**src/rtl/owt_pkg.sv**
```systemverilog
package owt_pkg;
    localparam int STAT_W   = 3;
    localparam int ID_POS   = 0;
    localparam int CMP_POS  = 1;
    localparam int DIR_POS  = 2;

    typedef enum logic [1:0] {
        ST_IDLE   = 2'd0,
        ST_RD_ID  = 2'd1,
        ST_RD_CMP = 2'd2,
        ST_WR     = 2'd3
    } owt_state_e;

    typedef struct packed {
        owt_state_e          state;
        logic                id_bit;
        logic                pref;
        logic                req;
        logic                wbit;
        logic                done;
        logic [STAT_W-1:0]   pend;
        logic [STAT_W-1:0]   status;
    } owt_regs_t;
endpackage

```
**src/rtl/owt_decide.sv**
```systemverilog
module owt_decide
    import owt_pkg::*;
(
    input  logic              id_bit_i,
    input  logic              cmp_bit_i,
    input  logic              pref_i,
    output logic              dir_o,
    output logic              err_o,
    output logic [STAT_W-1:0] status_o
);
    always_comb begin
        err_o = id_bit_i & cmp_bit_i;
        if (!id_bit_i && !cmp_bit_i) begin
            dir_o = pref_i;
        end else begin
            dir_o = id_bit_i;
        end
        status_o          = '0;
        status_o[ID_POS]  = id_bit_i;
        status_o[CMP_POS] = cmp_bit_i;
        status_o[DIR_POS] = err_o ? 1'b0 : dir_o;
    end
endmodule

```
**src/rtl/owt_seq.sv**
```systemverilog
module owt_seq
    import owt_pkg::*;
(
    input  logic              clk,
    input  logic              rst_n,
    input  logic              start_i,
    input  logic              pref_dir_i,
    input  logic              slot_done_i,
    input  logic              dec_dir_i,
    input  logic              dec_err_i,
    input  logic [STAT_W-1:0] dec_status_i,
    output logic              id_bit_o,
    output logic              pref_o,
    output logic              slot_req_o,
    output logic              slot_wbit_o,
    output logic              done_o,
    output logic [STAT_W-1:0] status_o
);
    owt_regs_t r_d, r_q;

    always_comb begin
        r_d      = r_q;
        r_d.req  = 1'b0;
        r_d.done = 1'b0;
        unique case (r_q.state)
            ST_IDLE: begin
                if (start_i) begin
                    r_d.state = ST_RD_ID;
                    r_d.pref  = pref_dir_i;
                    r_d.req   = 1'b1;
                    r_d.wbit  = 1'b1;
                end
            end
            ST_RD_ID: begin
                if (slot_done_i && !r_q.req) begin
                    r_d.id_bit = 1'b0;
                    r_d.state  = ST_RD_CMP;
                    r_d.req    = 1'b1;
                    r_d.wbit   = 1'b1;
                end
            end
            ST_RD_CMP: begin
                if (slot_done_i && !r_q.req) begin
                    r_d.pend = dec_status_i;
                    if (dec_err_i) begin
                        r_d.status = dec_status_i;
                        r_d.done   = 1'b1;
                        r_d.state  = ST_IDLE;
                    end else begin
                        r_d.state = ST_WR;
                        r_d.req   = 1'b1;
                        r_d.wbit  = dec_dir_i;
                    end
                end
            end
            ST_WR: begin
                if (slot_done_i && !r_q.req) begin
                    r_d.status = r_q.pend;
                    r_d.done   = 1'b1;
                    r_d.state  = ST_IDLE;
                end
            end
            default: r_d.state = ST_IDLE;
        endcase
    end

    // id bit is captured separately so it can be taken from the sampled level
    logic id_cap_q;
    always_ff @(posedge clk) begin
        if (!rst_n) begin
            r_q      <= '0;
            id_cap_q <= 1'b0;
        end else begin
            r_q <= r_d;
            if (r_q.state == ST_RD_ID && slot_done_i && !r_q.req) begin
                id_cap_q <= slot_rbit_sel;
            end
        end
    end

    logic slot_rbit_sel;
    assign slot_rbit_sel = dec_status_i[CMP_POS];

    assign id_bit_o    = id_cap_q;
    assign pref_o      = r_q.pref;
    assign slot_req_o  = r_q.req;
    assign slot_wbit_o = r_q.wbit;
    assign done_o      = r_q.done;
    assign status_o    = r_q.status;
endmodule

```
**src/rtl/owt_triplet.sv**
```systemverilog
module owt_triplet
    import owt_pkg::*;
(
    input  logic              clk,
    input  logic              rst_n,
    input  logic              start_i,
    input  logic              pref_dir_i,
    output logic              slot_req_o,
    output logic              slot_wbit_o,
    input  logic              slot_done_i,
    input  logic              slot_rbit_i,
    output logic              done_o,
    output logic [STAT_W-1:0] status_o
);
    logic              id_bit;
    logic              pref_q;
    logic              dec_dir;
    logic              dec_err;
    logic [STAT_W-1:0] dec_status;

    // the sampled level drives the complement input; while reading the id
    // slot the sequencer picks that same level back out of the status bit
    owt_decide u_decide (
        .id_bit_i  (id_bit),
        .cmp_bit_i (slot_rbit_i),
        .pref_i    (pref_q),
        .dir_o     (dec_dir),
        .err_o     (dec_err),
        .status_o  (dec_status)
    );

    owt_seq u_seq (
        .clk          (clk),
        .rst_n        (rst_n),
        .start_i      (start_i),
        .pref_dir_i   (pref_dir_i),
        .slot_done_i  (slot_done_i),
        .dec_dir_i    (dec_dir),
        .dec_err_i    (dec_err),
        .dec_status_i (dec_status),
        .id_bit_o     (id_bit),
        .pref_o       (pref_q),
        .slot_req_o   (slot_req_o),
        .slot_wbit_o  (slot_wbit_o),
        .done_o       (done_o),
        .status_o     (status_o)
    );
endmodule

```
**config.mk**
```make
export PLATFORM = sky130hd
export DESIGN_NAME = owt_triplet
export DESIGN_NICKNAME = d
export VERILOG_FILES = /design/src/rtl/owt_pkg.sv /design/src/rtl/owt_decide.sv /design/src/rtl/owt_seq.sv /design/src/rtl/owt_triplet.sv
export SDC_FILE = /design/constraint.sdc
export NUM_CORES = 1
export LEC_CHECK = 0
export BUFFER_PORTS_ARGS = -buffer_cell sky130_fd_sc_hd__buf_2
export CAP_MARGIN = 20
export CORE_AREA = 2 2 39 41
export DETAILED_ROUTE_END_ITERATION = 16
export DIE_AREA = 0 0 41 43
export GPL_TIMING_DRIVEN = 0
export PLACE_DENSITY = 0.63
export REMOVE_ABC_BUFFERS = 1
export SETUP_SLACK_MARGIN = 0.02
export SYNTH_ARGS = -nofsm -noshare
export SYNTH_HDL_FRONTEND = slang
export SYNTH_SLANG_ARGS = --single-unit
```
**constraint.sdc**
```tcl
create_clock -name clk -period 3 [get_ports clk]
set_input_delay 0.15 -clock clk [delete_from_list [all_inputs] [get_ports clk]]
set_output_delay 0.15 -clock clk [all_outputs]
set_load 0.1 [all_outputs]
```
---- Word level (Yosys, flattened, before mapping) ----
Cells that the tools add are included.
storage, ports and cells
  flip-flop bits (word level) ............. 13
  output and inout bits ................... 6
  logic and storage cells ................. 52
cells by class
  equality and inequality tests ........... 9
  multiplexer cells ....................... 19
  bitwise gates (word level) .............. 1
  reductions and logical operators ........ 15
operators by type and width
  kind                  number
  $mux W2               7
  $mux W3               3
  $mux W9               1
  $pmux W2 S4           1
  $reduce_and A4 Y1     2
  $ne A2 B1 Y1 const B  3
  $ne A2 B2 Y1 const B  3
  $pmux W2 S3           1
  $pmux W3 S2           1
  $reduce_and A5 Y1     1
  $eq A2 B2 Y1 const B  2
  $logic_and A1 B1 Y1   4
  $mux W1               4
  $reduce_and A2 Y1     2
  $logic_not A1 Y1      3
  $reduce_bool A3 Y1    1
  $eq A2 B1 Y1 const B  1
  $logic_not A2 Y1      1
  $pmux W1 S2           1
  $reduce_bool A2 Y1    1
  $and A1 B1 Y1         1

---- Depth between registers and ports, before layout ----
  word-level depth ........................ 7
  mapped depth ............................ 4

---- Modules after synthesis ----
Synthesis repeated with hierarchy kept, for this count alone.
unflattened totals
  cell total of the unflattened synthesis .. 72
  area total of the unflattened synthesis .. 671.9 um^2
modules (own cells, without submodules)
  module      times used  cells each  area an instance (um^2)  sequential area each (um^2)
  owt_seq     1           65          630.6                    260.2
  owt_decide  1           7           41.3                     0.0

---- Worst setup path after synthesis ----
Ideal clock, no wire load.
  path kind ............................... reg-to-reg
  start ................................... register u_seq.r_q (netlist bit u_seq.slot_req_o)
  end ..................................... register u_seq.r_q (netlist bit u_seq.slot_wbit_o)
  data arrival time ....................... 1.755 ns
  required time ........................... 2.878 ns
  setup slack ............................. 1.123 ns
  stages on the path, launching flop included .. 4
  path buffers ............................ 0
  clock period less this slack ............ 1.877 ns
  cell sequence ........................... dfxtp_1 and4bb_4 and2_4 o311a_1
on the way
  cells in the longest elaborated chain, start to end .. 4
ends and longest elaborated chain
  item                                  line                          text
  from (decl)                           owt_seq.sv:19                 owt_regs_t r_d, r_q;
  from (signal assigned)                owt_seq.sv:74                 r_q <= r_d;
  $logic_not A1 Y1 *                    owt_seq.sv:35, owt_seq.sv:43
  $logic_and A1 B1 Y1 *                 owt_seq.sv:35, owt_seq.sv:43
  $ne A2 B1 Y1 (no source line)         -
  $reduce_and A5 Y1 (no source line) *  -
Mark *: on every way between the ends. The rest lies on a longest branch, timed or not.
A chain may end at the register's enable or synchronous reset.

---- Worst setup path after layout ----
  start ................................... register u_seq.r_q[12] (netlist bit)
  end ..................................... register u_seq.r_q (netlist bit u_seq.slot_wbit_o)
on the way
  cells in the longest elaborated chain, start to end .. 3
ends and longest elaborated chain
  item                                                         line           text
  $eq A2 B1 Y1, or another cell as far along                   owt_seq.sv:25  unique case (r_q.state)
  $ne A2 B1 Y1 (no source line), or another cell as far along  -
  $reduce_and A5 Y1 (no source line)                           -
Parallel ways exist; a longest one is shown, timed or not.

==> flow_results.org <==
** Power
- Leak Pwr :: 0.253 nW
- VDD sags by at most 239 uV.
- Power share of the clock group :: 0.303
- PD cells :: 574 mW/mm^2
- Switching pwr :: 0.000113 W
- Internal cell power :: 0.000251 W
- Overall power :: 0.000364 W
- The share of total power dissipated in combinational logic is 0.176.
- Switching fraction of total power :: 0.310
- The share of total power dissipated in sequential elements is 0.521.

** Die
- The core region is 0.00138 mm^2.
- The initialized floorplan defines 14 standard-cell rows.
- Total I/O pin count :: 12
- The floorplan step defined a die boundary enclosing 0.00176 mm^2.
- The die is 41 um wide.
- The die is 43 um tall.
- Initial standard-cell utilization of the core :: 0.418

** Status
- Result of the run :: completed

** STA
- Unrepaired setup endpoints after global routing :: no
- Final hold slack :: 0.107 ns
- Relative slew slack :: 0.680
- Pin slew with the least headroom to its limit :: 0.484 ns
- The number of pins with negative max-slew slack in the final report was 0.
- Minimum clock period after layout :: 1.32 ns
- Post-route fraction of the period consumed by the critical path :: 0.438
- Max Clock Freq :: 760 MHz
- The number of hold violations in the final report was 0.
- Clock Skews :: 0.00688 ns
- Number of setup violations in the final report :: 0
- For the final routed database, the setup TNS stands at 0 ns.

** Routing
- Drt first-iter violations :: 6
- Number of vias after detailed routing :: 433
- # DRC :: 0
- Routed len/inst :: 11.6 um
- Router iterations before antenna repair :: 4
- Vias per std cell :: 5.03
- ANT nets after route :: 0
- Summed over all layers, the routed wires come to 997 um.

** Clocking
- After clock tree synthesis, the flow added hold-fix buffers numbering 0.
- Cells resized by post-CTS repair :: 0
- TritonCTS buffer count :: 3
- Max Buffers Root-to-Sink :: 2
- The clock reaches the later pin of the worst-skew pair after 0.28 ns.
- Buffers added to address setup during post-CTS repair amount to 0.
- After clock tree synthesis, the clock-pin slew on the worst setup and hold paths is 0.08 ns.
- CTS built an H-tree with a depth of 1.
- CTS Root Cell :: sky130_fd_sc_hd__clkbuf_4
- TritonCTS built the clock tree.
- # clock sinks :: 13

** Flow run
- Max-cap violations in this run came to 0.

** Finish
- Share of final-layout standard cells stronger than drive strength 1 :: 0.257
- Ant. Diodes :: 0
- The final layout contains 77 nets.
- From synthesis to final layout, the design area changed by 9.74%.

** GRT
- Global-route wire length before repair :: 1.77 mm
- Entering global routing, the biggest net connects 11 pins.
- Overall routing resource usage :: 0.153
- The number of antenna violations at the first check in global routing is 0.
- Vias in the first global route :: 404
- Overflow left after global routing :: 0

** Place
- DPL Wire Length :: 737 um
- Buffers placed on the I/O ports in this run total 11.
- Placer Congestion :: 0.704

** Synthesis
- The Yosys step of the flow raised 0 warnings.
- In this run, synthesis produced a sequential element count of 13.
- Number of enable flip-flop cells after synthesis :: 0
- Gate count of the mapped netlist :: 60
- Dividing the synthesized area by the synthesized cell count gives 9.63 um^2.
- Asr flop ratio synth :: 0
- Seq/Total Area, Yosys :: 0.450
- Of the post-synthesis cell area, the dominant cell type holds 0.450.
- Number of distinct standard cells referenced by the synthesized netlist :: 23
- By area the synthesized netlist is led by sky130_fd_sc_hd__dfxtp_1 45%, sky130_fd_sc_hd__a21oi_1 5.2%, sky130_fd_sc_hd__mux2i_1 5.2%, sky130_fd_sc_hd__buf_4 3.9%, sky130_fd_sc_hd__buf_6 3.9%.
- Summed over all instances, the cell type with the most area after synthesis is sky130_fd_sc_hd__dfxtp_1.
- Commonest cells in the synthesized netlist :: 13 x sky130_fd_sc_hd__dfxtp_1, 6 x sky130_fd_sc_hd__a21oi_1, 5 x sky130_fd_sc_hd__nor2_1
- Flip-flop cell with the highest count after synthesis :: sky130_fd_sc_hd__dfxtp_1
- After synthesis the cells add up to 578 um^2.
- Cell with the most instances after synthesis :: sky130_fd_sc_hd__dfxtp_1

** Hold path
- Class of the tightest hold or removal check :: in -> reg

** Worst setup path
- Data on the critical path is required at its endpoint by 3.17 ns.
- Worst EP arrival :: 1.49 ns
- Kind of critical path :: reg -> reg
- Largest fanout on the critical path :: 10
- STA classifies the critical path startpoint as a flip-flop.
- Type of element capturing the critical path :: flip-flop
## power groups by stage
stage | clock network [W] | registers, W | logic [W]
3_5_place_dp | 0 | 0.000194 | 0.0000644
6_report | 0.000110 | 0.000190 | 0.0000643
4_1_cts | 0.000111 | 0.000190 | 0.0000646
5_1_grt | 0.000119 | 0.000191 | 0.0000697
2_1_floorplan | 0 | 0.000219 | 0.0000240
3_3_place_gp | 0 | 0.000194 | 0.0000642
## cells by family (layout without fill, tap and decap cells)
kind of cell           count (synthesis)  count (layout)  synth area share
DFF                                   13              13             0.450
muxes                                  3               3            0.0520
AOI/OAI and AO/OA                     14              14             0.165
and+or+nand+nor                       23              23             0.242
buffers and inverters                  7              17            0.0909
## layout by cell type (no fill, tap or decap), drive strengths merged
cell,n
nor3b,2
nand4,1
and2,1
o21ai,2
dfxtp,13
nand3,2
o211ai,1
clkbuf,4
inv,2
nor2,5
o221a,2
nor4bb,1
a21oi,6
nand3b,2
mux2i,3
and4bb,1
nand2,3
nor3,2
buf,11
or2,1
o21a,2
o311a,1
nor2b,2
## final cells by class
cell class	count	area [um^2]
fillers	138	749
multi-input cells	40	265
flip-flops and latches	13	260
repair buffers	11	55.1
clock buffers	4	26.3
well taps	16	20.0
inverters	2	7.51
## worst max-delay path: stages, from the launching register on
cell and delay [ns]:
sky130_fd_sc_hd__dfxtp_1 0.49, sky130_fd_sc_hd__nor3b_1 0.13, sky130_fd_sc_hd__or2_1 0.26, sky130_fd_sc_hd__o311a_1 0.33
## flip-flops by register name, summed over array words and instances (netlist names)
signal / flops
u_seq.slot_wbit_o: 1
u_seq.slot_req_o: 1
u_seq.pref_o: 1
u_seq.r_q: 5
u_seq.status_o: 3
u_seq.id_bit_o: 1
u_seq.done_o: 1
## layer usage
metal  routed length [um]  GRT usage
met2                  444      0.188
met5                    0          0
met1                  484      0.220
met3                   38     0.0471
met4                   29      0.100
## worst paths after layout
path,endpoint,slack (ns),depth (start not counted),from
setup / recovery,u_seq.slot_wbit_o,1.68,3,u_seq.r_q[12]
hold / removal,u_seq.pref_o,0.11,3,pref_dir_i
setup reg to reg,u_seq.slot_wbit_o,1.68,3,u_seq.r_q[12]
hold reg to reg,u_seq.status_o[2],0.48,2,u_seq.status_o[2]
## metrics by stage
stage                     std cells  area [um^2]  utilization  setup slack, ns
final                            86          634        0.458             1.68
after global routing             86          634        0.458             1.58
after CTS                        86          634        0.458             1.67
after detailed placement         82          608        0.439             1.67
after global placement           82          608        0.439             1.69
after floorplan                  55          533            -             1.12
Note: power is estimated with default switching activity, not from simulation.
